<file path="config.mk">
export PLATFORM = sky130hd
export DESIGN_NAME = dma_chan_addr_gen
export DESIGN_NICKNAME = d
export VERILOG_FILES = /design/src/rtl/dma_chan_pkg.sv /design/src/rtl/chan_step_reg.sv /design/src/rtl/chan_phys_map.sv /design/src/rtl/dma_chan_addr_gen.sv
export SDC_FILE = /design/constraint.sdc
export NUM_CORES = 1
export LEC_CHECK = 0
export ABC_CLOCK_PERIOD_IN_PS = 4600
export BUFFER_PORTS_ARGS = -buffer_cell sky130_fd_sc_hd__buf_2
export CAP_MARGIN = 5
export CORE_UTILIZATION = 61
export CTS_BUF_LIST = sky130_fd_sc_hd__clkbuf_4
export CTS_CLUSTER_DIAMETER = 120
export DETAILED_ROUTE_END_ITERATION = 10
export PLACE_DENSITY = 0.85
export SYNTH_ARGS = -nofsm -noshare
export SYNTH_HDL_FRONTEND = slang
export SYNTH_HIERARCHICAL = 1
export SYNTH_SLANG_ARGS = --single-unit
</file>
<file path="constraint.sdc">
create_clock -name clk -period 4.6 [get_ports clk]
set_clock_uncertainty 0.15 [all_clocks]
set_input_delay 1.15 -clock clk [delete_from_list [all_inputs] [get_ports clk]]
set_output_delay 1.15 -clock clk [all_outputs]
set_load 0.005 [all_outputs]
</file>
<file path="src/rtl/dma_chan_pkg.sv">
// Package: dma_chan_pkg
// Shared types of the DMA channel address generator.
// Assumes: nothing beyond IEEE 1800-2017.
package dma_chan_pkg;

    // Operation applied to a stepping register in one cycle
    typedef enum logic [1:0] {
        STEP_HOLD   = 2'd0,
        STEP_LOAD   = 2'd1,
        STEP_NEXT   = 2'd2,
        STEP_RELOAD = 2'd3
    } step_op_e;

endpackage

</file>
<file path="src/rtl/chan_step_reg.sv">
// Module: chan_step_reg
// A base register paired with a current register that can be loaded,
// reloaded from the base value, or stepped by one (up or down, chosen by
// a parameter). The step wraps modulo 2**W.
// Assumes: only one operation per cycle, chosen by the caller's priority.
module chan_step_reg
    import dma_chan_pkg::*;
#(
    parameter int W        = 16,
    parameter bit DIR_DOWN = 1'b0
) (
    input  logic         clk,
    input  logic         rst_n,
    input  step_op_e     op,
    input  logic [W-1:0] load_val,
    output logic [W-1:0] base_q,
    output logic [W-1:0] cur_q
);

    localparam logic [W-1:0] ONE = W'(1);

    logic [W-1:0] stepped;

    // Stepped value of the current register, direction fixed at build time
    generate
        if (DIR_DOWN) begin : g_down
            assign stepped = cur_q - ONE;
        end else begin : g_up
            assign stepped = cur_q + ONE;
        end
    endgenerate

    // Base register: changes only on an explicit load
    always_ff @(posedge clk) begin
        if (!rst_n) begin
            base_q <= '0;
        end else if (op == STEP_LOAD) begin
            base_q <= load_val;
        end
    end

    // Current register: load, reload, step or hold
    always_ff @(posedge clk) begin
        if (!rst_n) begin
            cur_q <= '0;
        end else begin
            case (op)
                STEP_LOAD:   cur_q <= load_val;
                STEP_RELOAD: cur_q <= base_q;
                STEP_NEXT:   cur_q <= stepped;
                default:     cur_q <= cur_q;
            endcase
        end
    end


    step_moves_by_one_chk: assert property (@(posedge clk) disable iff (!rst_n)
        (op == STEP_NEXT) |=> (cur_q == (DIR_DOWN ? W'($past(cur_q) - ONE)
                                                  : W'($past(cur_q) + ONE))));


    reload_takes_base_chk: assert property (@(posedge clk) disable iff (!rst_n)
        (op == STEP_RELOAD) |=> (cur_q == $past(base_q)));


    load_sets_both_chk: assert property (@(posedge clk) disable iff (!rst_n)
        (op == STEP_LOAD) |=> (cur_q == base_q));

endmodule

</file>
<file path="src/rtl/chan_phys_map.sv">
// Module: chan_phys_map
// Forms the physical bus address from the page value and the in-page
// offset. Byte build: page above offset. Word build: offset moved up one
// bit, page bit 0 dropped, bus bit 0 held at zero.
// Assumes: PAGE_W >= 2.
module chan_phys_map #(
    parameter int ADDR_W    = 16,
    parameter int PAGE_W    = 8,
    parameter bit WORD_MODE = 1'b0,
    localparam int PHYS_W   = ADDR_W + PAGE_W
) (
    input  logic [PAGE_W-1:0] page,
    input  logic [ADDR_W-1:0] offset,
    output logic [PHYS_W-1:0] phys
);

    // Pick the bit mapping at build time
    generate
        if (WORD_MODE) begin : g_word
            logic unused_page_lsb;
            assign unused_page_lsb = page[0];
            assign phys = {page[PAGE_W-1:1], offset, 1'b0};
        end else begin : g_byte
            assign phys = {page, offset};
        end
    endgenerate

endmodule

</file>
<file path="src/rtl/dma_chan_addr_gen.sv">
// Module: dma_chan_addr_gen
// One DMA channel's transfer engine: current/base address and count, page
// value, physical address output, terminal count, auto-initialise reload
// and self-masking at end of transfer.
// Assumes: xfer_ack is a one-cycle strobe per transfer from the bus side;
// register strobes come from a host decoder outside this block.
module dma_chan_addr_gen
    import dma_chan_pkg::*;
#(
    parameter int ADDR_W    = 16,
    parameter int PAGE_W    = 8,
    parameter bit WORD_MODE = 1'b0,
    localparam int PHYS_W   = ADDR_W + PAGE_W
) (
    input  logic              clk,
    input  logic              rst_n,
    input  logic              base_addr_we,
    input  logic              base_cnt_we,
    input  logic              page_we,
    input  logic [ADDR_W-1:0] wr_data,
    input  logic              unmask,
    input  logic              autoinit_en,
    input  logic              xfer_ack,
    output logic [PHYS_W-1:0] phys_addr,
    output logic [ADDR_W-1:0] cur_count,
    output logic              tc,
    output logic              masked
);

    logic              ack_live;
    logic              reload_now;
    step_op_e          addr_op;
    step_op_e          cnt_op;
    logic [ADDR_W-1:0] cur_addr;
    logic [ADDR_W-1:0] base_addr;
    logic [ADDR_W-1:0] base_cnt;
    logic [PAGE_W-1:0] page_q;
    logic              unused_base;

    assign unused_base = |{base_addr, base_cnt};

    // Qualify the acknowledge and detect the final transfer
    always_comb begin
        ack_live   = xfer_ack && !masked;
        tc         = ack_live && (cur_count == '0);
        reload_now = tc && autoinit_en;
    end

    // Operation priority: host write, then reload, then step
    always_comb begin
        if (base_addr_we)    addr_op = STEP_LOAD;
        else if (reload_now) addr_op = STEP_RELOAD;
        else if (ack_live)   addr_op = STEP_NEXT;
        else                 addr_op = STEP_HOLD;

        if (base_cnt_we)     cnt_op = STEP_LOAD;
        else if (reload_now) cnt_op = STEP_RELOAD;
        else if (ack_live)   cnt_op = STEP_NEXT;
        else                 cnt_op = STEP_HOLD;
    end

    chan_step_reg #(.W(ADDR_W), .DIR_DOWN(1'b0)) u_addr (
        .clk      (clk),
        .rst_n    (rst_n),
        .op       (addr_op),
        .load_val (wr_data),
        .base_q   (base_addr),
        .cur_q    (cur_addr)
    );

    chan_step_reg #(.W(ADDR_W), .DIR_DOWN(1'b1)) u_cnt (
        .clk      (clk),
        .rst_n    (rst_n),
        .op       (cnt_op),
        .load_val (wr_data),
        .base_q   (base_cnt),
        .cur_q    (cur_count)
    );

    // Page value: loaded by the host only, never by the offset wrap
    always_ff @(posedge clk) begin
        if (!rst_n) begin
            page_q <= '0;
        end else if (page_we) begin
            page_q <= wr_data[PAGE_W-1:0];
        end
    end

    // Channel mask: set at reset and at a non-reloading end, cleared on request
    always_ff @(posedge clk) begin
        if (!rst_n) begin
            masked <= 1'b1;
        end else if (tc && !autoinit_en) begin
            masked <= 1'b1;
        end else if (unmask) begin
            masked <= 1'b0;
        end
    end

    chan_phys_map #(.ADDR_W(ADDR_W), .PAGE_W(PAGE_W), .WORD_MODE(WORD_MODE)) u_map (
        .page   (page_q),
        .offset (cur_addr),
        .phys   (phys_addr)
    );


    tc_needs_ack_chk: assert property (@(posedge clk) disable iff (!rst_n)
        tc |-> (xfer_ack && !masked));


    tc_masks_chk: assert property (@(posedge clk) disable iff (!rst_n)
        (tc && !autoinit_en) |=> (masked && cur_count == '1));


    autoinit_keeps_open_chk: assert property (@(posedge clk) disable iff (!rst_n)
        (tc && autoinit_en && !unmask) |=> !masked);


    masked_ack_ignored_chk: assert property (@(posedge clk) disable iff (!rst_n)
        (masked && !base_cnt_we && !base_addr_we) |=> ($stable(cur_count) && $stable(cur_addr)));


    page_no_carry_chk: assert property (@(posedge clk) disable iff (!rst_n)
        (!page_we) |=> $stable(page_q));

endmodule

</file>
# Word-level counts from Yosys, hierarchy flattened

Cells that the tools add are included.

Flip-flop bits (word level): 73
Input port bits: 24
Output and inout port bits: 42
Word-level logic and storage cells: 31

$add $sub $neg: 2
Equal/unequal tests: 6
Mux-type cells: 6
Bitwise operators: 1
Reductions and logical operators: 10

Operator list:

| cell                  | number |
|---|---|
| $pmux 16 s3           | 2 |
| $add 16x1->16 const B | 1 |
| $logic_not 16->1      | 1 |
| $sub 16x1->16 const B | 1 |
| $eq 2x2->1 const B    | 4 |
| $mux 2                | 4 |
| $reduce_bool 3->1     | 2 |
| $eq 2x1->1 const B    | 2 |
| $logic_and 1x1->1     | 4 |
| $logic_not 1->1       | 2 |
| $reduce_or 2->1       | 1 |
| $not 1->1             | 1 |

# Depth between registers and ports, before layout

Depth in word-level cells: 8
Mapped depth: 9
Gate-level depth less buffers: 7

# By module

Netlist, hierarchy kept.

Modules (own cells, without submodules):

| module                  | times used | cells an instance | area each (um^2) | seq. area each (um^2) |
|---|---|---|---|---|
| chan_step_reg at u_addr | 1          | 225               | 1848.0           | 640.6 |
| chan_step_reg at u_cnt  | 1          | 213               | 1764.2           | 640.6 |
| dma_chan_addr_gen       | 1          | 41                | 424.2            | 180.2 |
| chan_phys_map           | 1          | 24                | 180.2            | 0.0 |

# Worst setup path after synthesis

Ideal clock, no wire load.

Kind: input to register
Start point: input xfer_ack
End point: register u_addr.cur_q[0]
Library setup time: 0.116 ns
Arrival time: 2.724 ns
Data required time: 4.334 ns
Setup slack: 1.610 ns
Stages on the path: 7
Buffers on the path: 2
Path through: nand2b_1 -> nand3b_1 -> o21bai_1 -> buf_4 -> buf_2 -> mux2_2 -> o211a_1

Word-level cells in the longest chain between the ends: 7
Elaborated cells on any way between the ends: 11
Classes of those cells: eq/ne: 3; mux: 4; reduce/logical: 4

Ends and longest elaborated chain:

| what                                             | RTL line                | text |
|---|---|---|
| from (decl)                                      | dma_chan_addr_gen.sv:23 | `input logic xfer_ack,` |
| $logic_and 1x1->1 (*)                            | dma_chan_addr_gen.sv:44 | `ack_live = xfer_ack && !masked;` |
| $logic_and 1x1->1 (*)                            | dma_chan_addr_gen.sv:45 | `tc = ack_live && (cur_count == '0);` |
| $logic_and 1x1->1 (*)                            | dma_chan_addr_gen.sv:46 | `reload_now = tc && autoinit_en;` |
| $mux 2 (*)                                       | dma_chan_addr_gen.sv:52 | `else if (reload_now) addr_op = STEP_RELOAD;` |
| $mux 2 (*)                                       | dma_chan_addr_gen.sv:51 | `if (base_addr_we) addr_op = STEP_LOAD;` |
| named net addr_op[0]                             | dma_chan_addr_gen.sv:32 | `step_op_e addr_op;` |
| $eq 2x2->1 or $eq 2x1->1 (tied branches)         | chan_step_reg.sv:47     | `case (op)` |
| $pmux 16 s3 or $reduce_bool 3->1 (tied branches) | --                      |  |
| to (signal assigned)                             | chan_step_reg.sv:48     | `STEP_LOAD: cur_q <= load_val;` |
| to (signal assigned)                             | chan_step_reg.sv:49     | `STEP_RELOAD: cur_q <= base_q;` |
| to (signal assigned)                             | chan_step_reg.sv:50     | `STEP_NEXT: cur_q <= stepped;` |
| to (decl)                                        | chan_step_reg.sv:17     | `output logic [W-1:0] cur_q` |

Mark *: on every way through the listed nets, which the timed path passes. The rest lies on a longest branch.
A chain may end at the register's enable or synchronous reset.

# Worst setup path in the final report

Start point: input xfer_ack
End point: output tc

Word-level cells in the longest chain between the ends: 2

Ends and longest elaborated chain:

| what              | RTL line                | text |
|---|---|---|
| $logic_and 1x1->1 | dma_chan_addr_gen.sv:44 |  |
| $logic_and 1x1->1 | dma_chan_addr_gen.sv:45 |  |
| to (decl)         | dma_chan_addr_gen.sv:26 | `output logic tc,` |

Every way passes these cells.

==> results.md <==
* DIE AREA at 0.00725 mm²
* Slowest stage delay, CP at 0.28 ns
* Leak pwr at 1.87 nW
* Inserted Clock Buffers at 9
* Total grt overflow at 0
* Hold WC Path Type: reg2reg
* Worst skew pair latency at 0.42 ns
* Number of port buffers at 65
* Core Footprint at 0.00649 mm²
* Final ANT Viol Nets at 0
* Clock sinks at 73
* Number of synthesized flops with an enable pin at 0
* Ant diodes at 0
* Via count at 3863
* Largest net degree at the start of global routing at 47
* First-pass GRT wire length at 16700 µm
* CTS Hold Buffers Added at 0
* Post-DP HPWL at 7040 µm
* Clock transition at the registers of the reported paths at 0.12 ns
* Final Max Slew Viols at 0
* Status: finished clean
* Number of global-route vias before repair at 3477
* GRT Overall Usage at 0.292
* Peak supply drop at 0.194 mV
* Syn Std Cell Area at 0.00422 mm²
* WP data arrival at 1.87 ns
* FF-to-FF setup slack at 1.75 ns
* MaxCap Viol Count at 0
* Initial DRC count at 337
* Synth top area cells: dfxtp_1 (35%), nand2_1 (9.2%), a21boi_0 (6.1%), buf_4 (4.8%), mux2i_1 (3.3%)
* CP Cell Sequence: buf_2 > nand2b_1 > nand3b_1 > nor2_1 > buf_2
* R2r worst-path depth at 9
* Pre-antenna DRT Iters at 6
* Biggest area consumer among synthesized cells: dfxtp_1
* Crit-path max FO at 4
* Mapped Nets at 529
* Min-delay src: u_cnt/base_q[1]$_SDFFE_PN0N_
* Max Fclk at 316 MHz
* Hold path depth at 2
* Fin crit period at 3.17 ns
* Vias per cell at 6.28
* DRC viols at 0
* Die height at 85.1 µm
* Initial core utilization at 0.649
* Critical path's slowest cell: nand3b_1
* WL per Instance at 16.4 µm
* Synth Register Bits at 73
* Post-synth ARST share at 0
* Final nets at 559
* Unrepaired setup endpoints after global routing: no
* CP bufs+invs at 2
* Hold Worst Slack at 0.323 ns
* Fraction of layout cells with a size suffix above 1 at 0.217
* Routability cong. at 0.933
* TritonCTS clock tree: done
* Post_cts resized at 0
* Die width at 85.1 µm
* Yosys cell types at 65
* Pwr Density at 321 mW/mm²
* IO Count at 66
* Most frequent CP cell: buf_2
* Critical path endpoint category: output pin
* Worst Max-Slew Pin Slew at 0.871 ns
* Row Count at 29
* Slew HR at 0.419
* Clock Tree Root: clkbuf_4
* Synth Warn # at 6
* Initial antenna violation count at 0
* RR Startpoint: u_cnt/cur_q[5]$_SDFFE_PN0P_
* Fin crit share at 0.688
* RR Endpoint: u_cnt/base_q[8]$_SDFFE_PN0N_
* Post-CTS setup buffer count at 0
* Crit path kind: in2out
* Syn_area_per_cell at 8.38 µm²
* WHS Endpoint: u_cnt/base_q[1]$_SDFFE_PN0N_
* H-tree Lvls at 3
* Req. time, crit path at 3.30 ns
* P&R area growth vs syn at 7.57%
* Final setup viols at 0
* Max Root-Sink Buffers at 2
* Dominant synthesized flop cell: dfxtp_1
* Sequential area share after synthesis at 0.347
* Mapped Cells at 503
* WP depth at 5
* Final hold violations at 0
* Crit path max-delay family: simple AND/OR/NAND/NOR gates
* Crit start category: input port
* Final WL at 10100 µm
* Sum Neg Setup Slack at 0 ns
* Area share of the largest cell type after synthesis at 0.347
[metal layers]
layer / share of wire / routed length, µm / vias up / GRT usage
met5: 0 / 0 / - / 0
met4: 0.019 / 196 / 0 / 0.111
met3: 0.063 / 640 / 23 / 0.0545
met2: 0.48 / 4850 / 164 / 0.471
met1: 0.44 / 4430 / 1841 / 0.390
li1: - / - / 1835 / -
[area by class of cell]
type                            instances  area (µm²)
Clock buffer                            9        67.6
Clock inverter                          7        93.8
Fill cell                             553        1960
Inverter                               12        45.0
Multi-Input combinational cell        365        2390
Sequential cell                        73        1460
Tap cell                               77        96.3
Timing Repair Buffer                   72         378
[worst register-to-register path, cell delays in order, from the launching register on]
cell,delay [ns]
dfxtp_1,0.43
nor4_1,0.54
nand3_1,0.21
o21bai_2,0.16
buf_4,0.34
clkinv_1,0.29
nor2_1,0.16
buf_4,0.23
nand2_1,0.08
a21boi_0,0.18
[flip-flops by register name (all words and copies together), names as in the netlist]
name / count
page_q: 8
masked: 1
u_addr/cur_q: 16
u_cnt/base_q: 16
u_cnt/cur_q: 16
u_addr/base_q: 16
[synthesized netlist by cell type (6+ instances only)]
master,instances
nand2_1,103
dfxtp_1,73
a21boi_0,34
buf_4,27
a21oi_1,26
o21ai_0,23
nand3_1,16
mux2i_1,14
nor2_1,12
buf_2,11
inv_1,10
nor2b_1,10
o211a_1,10
clkbuf_1,9
mux2_2,8
nor4_1,7
o2bb2ai_1,7
and3_1,6
[metrics by stage]
step	worst slack (ns)	cells	util	cell area [µm²]	total power [mW]
after floorplan	1.61	503	-	4220	0.930
after global placement	1.43	599	0.673	4370	0.992
after detailed placement	1.28	599	0.673	4370	1.00
after CTS	1.43	615	0.698	4540	1.46
after global routing	1.36	615	0.698	4540	1.53
final	1.43	615	0.698	4540	1.46
[layout by cell type (no fill, tap or decap), types with 3 or more instances in the layout]
cell,instances
nand3b_1,3
clkbuf_4,9
nand3_1,16
o211a_1,10
a21boi_0,34
a31oi_1,4
nand2_1,103
o2bb2ai_1,7
xnor2_1,4
a21oi_1,26
buf_4,7
nor3_1,4
nand4_1,5
o221ai_1,5
mux2_2,8
o211ai_1,4
nor2b_1,10
o21ai_0,23
and4_1,3
nor4_2,3
inv_1,10
nor2_1,10
dfxtp_1,73
and3_1,6
nand2b_1,4
mux2i_1,14
nor4_1,7
xor2_1,5
buf_2,65
[cell families (layout without fill, tap and decap cells)]
| family | count (synthesis) | after routing | share of synthesized area |
|---|---|---|---|
| buffers and inverters | 65 | 100 | 0.0887 |
| adders and majority gates | 2 | 2 | 0.00593 |
| xor gates and xnor gates | 9 | 9 | 0.0187 |
| AOI/OAI and AO/OA | 133 | 133 | 0.231 |
| DFF | 73 | 73 | 0.347 |
| muxes | 24 | 24 | 0.0653 |
| and+or+nand+nor | 197 | 197 | 0.244 |
[worst max-delay path by stage]
| stage | startpoint | end |
|---|---|---|
| floorplan | xfer_ack | u_addr/cur_q[0]$_SDFFE_PN0P_ |
| CTS | xfer_ack | tc |
| global route | xfer_ack | tc |
| global placement | xfer_ack | u_cnt/base_q[9]$_SDFFE_PN0N_ |
| detailed placement | xfer_ack | u_cnt/base_q[0]$_SDFFE_PN0N_ |
| finish | xfer_ack | tc |
[power by group]
group	internal (mW)	switching (mW)	leakage (nW)
logic	0.119	0.144	1.19
registers	0.677	0.0547	0.603
clock network	0.220	0.241	0.0839
total	1.02	0.439	1.87
Note: power is estimated with default switching activity, not from simulation.
